`src/rtl/devctl_status_slice.sv`:
```
module devctl_status_slice #(
  parameter int                   ADDR_W  = 10,
  parameter logic [ADDR_W-1:0]    SLOT_DW = 10'h02A
) (
  input  logic              clk,
  input  logic              rst_n,
  input  logic [ADDR_W-1:0] cfg_addr,
  input  logic              cfg_wr,
  input  logic [3:0]        cfg_be,
  input  logic [31:0]       cfg_wdata,
  output logic [31:0]       cfg_rdata,
  input  logic [3:0]        det,
  input  logic              txn_pending,
  output logic [3:0]        rpt
);
  localparam logic [2:0] MPS_128 = 3'b000;

  logic [3:0] en;
  logic [3:0] flags;
  logic       hit;
  logic [3:0] clr;
  logic [15:0] ctl_view, sts_view;
  logic       unused_bits;

  assign hit = (cfg_addr == SLOT_DW);
  assign clr = (cfg_wr && hit && cfg_be[2]) ? cfg_wdata[19:16] : 4'h0;

  always_ff @(posedge clk) begin
    if (!rst_n) begin
      en    <= '0;
      flags <= '0;
      rpt   <= '0;
    end else begin
      if (cfg_wr && hit && cfg_be[0]) en <= cfg_wdata[3:0];
      flags <= (flags & ~clr) | det;
      rpt   <= det & en;
    end
  end

  assign ctl_view  = {8'h00, MPS_128, 1'b0, en};
  assign sts_view  = {10'h000, txn_pending, 1'b0, flags};
  assign cfg_rdata = hit ? {sts_view, ctl_view} : 32'h0;

  assign unused_bits = ^{cfg_wdata[31:20], cfg_wdata[15:4], cfg_be[3], cfg_be[1]};
endmodule

```
`config.mk`:
```
export PLATFORM = sky130hd
export DESIGN_NAME = devctl_status_slice
export DESIGN_NICKNAME = d
export VERILOG_FILES = /design/src/rtl/devctl_status_slice.sv
export SDC_FILE = /design/constraint.sdc
export NUM_CORES = 1
export LEC_CHECK = 0
export BUFFER_PORTS_ARGS = -buffer_cell sky130_fd_sc_hd__clkbuf_2
export CAP_MARGIN = 20
export CORE_MARGIN = 3
export CORE_UTILIZATION = 34
export DETAILED_ROUTE_END_ITERATION = 12
export GPL_ROUTABILITY_DRIVEN = 0
export PLACE_DENSITY = 0.84
export SLEW_MARGIN = 20
export SYNTH_ARGS = -nofsm -noshare
export SYNTH_HDL_FRONTEND = slang
export SYNTH_SLANG_ARGS = --single-unit
```
`constraint.sdc`:
```
create_clock -name clk -period 1.8 [get_ports clk]
set_input_delay 0.09 -clock clk [delete_from_list [all_inputs] [get_ports clk]]
set_output_delay 0.09 -clock clk [all_outputs]
set_load 0.05 [all_outputs]
```
# ---- Word level (Yosys, flattened, before mapping)
# Index checks and enable logic that the tools add are counted.
dict set report op_classes {
  n_eq_ne 1
  muxes 2
  reduce_logical 3
  n_bitwise 4
}
# operator n
set ops {}
lappend ops {{two-way mux 22 bit} 1}
lappend ops {{== test 10 x 6 -> 1 bit, second input constant} 1}
lappend ops {{AND 4 bit} 2}
lappend ops {{two-way mux 4 bit} 1}
lappend ops {{NOT 4 bit} 1}
lappend ops {{bitwise OR 4 bit} 1}
lappend ops {{logical AND 1 bit} 3}
dict set report word_totals {
  out_inout_bits 36
  reg_bits 12
}

# ---- Logic depth before layout (Yosys ltp)
dict set report logic_depth {
  depth_word 7
  depth_mapped 4
  depth_no_buf 3
}

# ---- Worst setup path before layout
# OpenSTA, ideal clock, no wires.
dict set report synth_timing {
  path_kind {input to output}
  startpoint {in cfg_addr[7]}
  endpoint {out cfg_rdata[0]}
  setup_slack_ns 0.256
  required_ns 1.710
  arrival_ns 1.454
  cell_stages 4
  cell_sequence {or4_4 nor3_2 clkbuf_2 and2_1}
}
dict set report synth_between {
  elab_chain_cells 2
}
# element line
set synth_rtl {}
lappend synth_rtl {{from (decl)} 7} ;# input logic [ADDR_W-1:0] cfg_addr,
lappend synth_rtl {{== test 10 x 6 -> 1 bit} 25} ;# assign hit = (cfg_addr == SLOT_DW);
lappend synth_rtl {{two-way mux 22 bit} 42} ;# assign cfg_rdata = hit ? {sts_view, ctl_view} : 32'h0;
lappend synth_rtl {{to (decl)} 11} ;# output logic [31:0] cfg_rdata,
# No other way between the ends.

# ---- Final worst setup path
dict set report layout_timing {
  startpoint {in cfg_addr[7]}
  endpoint {out cfg_rdata[3]}
}
# Same word-level chain as after synthesis.

==> impl_metrics.yaml <==
status:
  run_status: "finished, final reports clean"
grt:
  grt_max_degree: 17
  antenna_found_initial: 0
  grt_pass1_wl_microns: 1920
  grt_pass1_vias: 503
  global_router_s_overall_resource_usage_pct: 9.38
  overflow: 0
route:
  wl_met2_microns: 625
  dr_total_vias: 601
  routed.top_layer: "met4"
  detail_route.vias_per_cell: 4.06
  dr_wl_met3_microns: 219
  drt-wirelength-per-cell_microns: 9.26
  detail_route.wirelength.met1_microns: 507
  routed_wirelength_microns: 1370
  detailedRoute.firstPassIterationCount: 2
  drcViolationCount: 0
  drt_iter0_drc: 3
  ant_nets: 0
critical_path:
  setup.worst_path.class: "in2out"
  setup.reg_to_reg.worst_slack_ns: 1.14
  rr_endpoint: "flags[3]$_SDFF_PN0_"
  worst_ep_required_time_ns: 1.71
  endpoint_kind: "output port"
  worst_ep_arrival_time_ns: 1.44
  worstRegToRegCells: 2
  critPathMaxFanout: 13
  crit_path_start_kind: "input pin"
  ff_to_ff_start: "flags[3]$_SDFF_PN0_"
timing:
  final.min_clock_period_ns: 1.53
  rsz0062_at_grt: "false"
  layout_worst_path_cycle_share_pct: 84.9
  setup-violations-final: 0
  fin_setup_tns_ns: 0
  clock.fmax_ghz: 0.654
  timing.final.max_slew_violations: 0
  hold_violations: 0
  finalClockSkew_ns: 0.000253
synth:
  avg_inst_size_synth_sq_um: 8.74
  synth.top_cell.area_share_pct: 33.5
  post_synth_inst_count: 82
  post_synth_num_cell_types: 17
  synth_seq_area_share_pct: 33.5
  netlist_top_cells_count: "sky130_fd_sc_hd__buf_4, sky130_fd_sc_hd__dfxtp_1, sky130_fd_sc_hd__and2_1, sky130_fd_sc_hd__nand2_1"
  synth_edf_count: 0
  ys.warnings.count: 0
  post_synth_instance_area_sq_um: 717
  yosys_most_used_dff: "sky130_fd_sc_hd__dfxtp_1"
  synth_seq_cells: 12
  synth_most_common_cell: "sky130_fd_sc_hd__buf_4"
  share_of_async_settable_or_async_resettable_flops_after_synthesis_pct: 0
  cell_types_occupying_the_most_area_after_synthesis: "sky130_fd_sc_hd__dfxtp_1, sky130_fd_sc_hd__buf_4, sky130_fd_sc_hd__and2_1"
  synth_top_area_cell: "sky130_fd_sc_hd__dfxtp_1"
die:
  fp.coreArea_sq_um: 1860
  dieArea_sq_um: 2700
  die_height_microns: 51.9
  die_width_microns: 51.9
  initial_core_util_pct: 38.6
  top_level_ports: 90
  number_of_standard_cell_rows_in_the_floorplan: 15
cells_and_area:
  post-route-util_pct: 47.3
  final_nets: 179
  diodes: 0
  area_delta_synth_final_pct: 22.7
  final_layout_size_suffix_gt1_share_pct: 38.2
power_and_ir_drop:
  peakVddDrop_v: 0.000282
  p_comb_share_pct: 27.3
  pwr_density_cell_nw_per_um2: 660
  leakagePower_nw: 0.486
  intPower_w: 0.000379
  switching_power_summed_over_all_nets_w: 0.000202
  power.share.clock_pct: 25.5
  p_seq_share_pct: 47.3
  netSwitchingFraction_pct: 34.7
clock_tree:
  clk_pin_slew_worst_paths_ns: 0.06
  cts_made_buffers: 3
  tritoncts: "done"
  post_cts_buffers: 0
  cts.sinks: 12
  cts_root_buffer: "sky130_fd_sc_hd__clkbuf_4"
  h-tree-depth: 1
  latest_clock_arrival_within_the_worst_skew_pair_ns: 0.26
  ctsLongestPathBuffers: 2
  cts_repair_resize_count: 0
  holdBufCountCts: 0
min_path:
  holdCritPathClass: "in2reg"
  min_delay_worst_endpoint: "flags[3]$_SDFF_PN0_"
  holdPathStages: 2
  hold_path.startpoint: "cfg_wdata[19]"
placement:
  numPortBuffers: 40
  hpwlAfterDp_microns: 1190
flow_run:
  drv_cap: 0
critical path, cell delays in order:
cell	delay, ns
sky130_fd_sc_hd__clkbuf_2	0.08
sky130_fd_sc_hd__or4_4	0.55
sky130_fd_sc_hd__nor3_2	0.11
sky130_fd_sc_hd__buf_4	0.19
sky130_fd_sc_hd__and2_1	0.15
sky130_fd_sc_hd__clkbuf_2	0.27
through the flow:
step / hold slack [ns] / setup WS (ns) / std cells / total power [W] / area (sq um)
finish: 0.0294 / 0.272 / 148 / 0.000580 / 880
global route: 0.0369 / 0.183 / 148 / 0.000608 / 880
CTS: 0.0226 / 0.266 / 148 / 0.000588 / 880
detailed placement: 0.304 / 0.267 / 145 / 0.000437 / 857
global placement: 0.304 / 0.278 / 145 / 0.000436 / 857
floorplan: 0.211 / 0.256 / 104 / 0.000443 / 800
how the worst max path moves through the flow:
stage,start,endpoint,slack [ns],depth (start not counted)
after detailed placement,cfg_addr[7],cfg_rdata[21],0.27,6
after floorplan,cfg_addr[7],cfg_rdata[0],0.26,4
after global placement,cfg_addr[7],cfg_rdata[3],0.28,6
after global routing,cfg_addr[7],cfg_rdata[21],0.18,6
final,cfg_addr[7],cfg_rdata[3],0.27,6
after CTS,cfg_addr[7],cfg_rdata[21],0.27,6
state kept, by name, indices dropped and copies added (netlist names):
name and count:
rpt 4, en 4, flags 4
per-layer routing:
metal  track usage [%]  up-vias
met2              16.1       40
met5                 0        -
met1              9.22      250
met3              3.44        2
li1                  -      309
met4              6.55        0
layout by cell type (no fill, tap or decap):
cell type | synthesis | routed
sky130_fd_sc_hd__a41oi_1 | 4 | 4
sky130_fd_sc_hd__and2_1 | 10 | 10
sky130_fd_sc_hd__and3_1 | 4 | 4
sky130_fd_sc_hd__buf_4 | 23 | 1
sky130_fd_sc_hd__clkbuf_2 | 1 | 40
sky130_fd_sc_hd__clkbuf_4 | 0 | 3
sky130_fd_sc_hd__conb_1 | 1 | 23
sky130_fd_sc_hd__dfxtp_1 | 12 | 12
sky130_fd_sc_hd__inv_1 | 4 | 4
sky130_fd_sc_hd__mux2i_1 | 4 | 4
sky130_fd_sc_hd__nand2_1 | 9 | 9
sky130_fd_sc_hd__nand2b_1 | 1 | 1
sky130_fd_sc_hd__nand4bb_1 | 1 | 1
sky130_fd_sc_hd__nor3_2 | 1 | 1
sky130_fd_sc_hd__nor4_4 | 1 | 1
sky130_fd_sc_hd__o21ai_0 | 4 | 4
sky130_fd_sc_hd__or4_4 | 1 | 1
cells by family after synthesis:
group	synth area share (%)
other	0.523
AOI/OAI and AO/OA	7.68
DFF	33.5
muxes	5.58
buffers and inverters	27.4
and+or+nand+nor	25.3
power groups by stage:
stage / Sequential (W) / Combinational (W) / Clock, W
floorplan: 0.000279 / 0.000163 / 0
global placement: 0.000280 / 0.000156 / 0
detailed placement: 0.000280 / 0.000157 / 0
CTS: 0.000274 / 0.000157 / 0.000156
global route: 0.000275 / 0.000167 / 0.000166
finish: 0.000274 / 0.000158 / 0.000148
area by class of cell:
cell class / count / area [sq um]
Sequential cell: 12 / 240
Multi-Input combinational cell: 63 / 363
Timing Repair Buffer: 41 / 208
Fill cell: 189 / 978
Inverter: 4 / 15.0
Clock buffer: 3 / 22.5
Tap cell: 25 / 31.3
No activity file was read; power rests on OpenSTA's default activity.
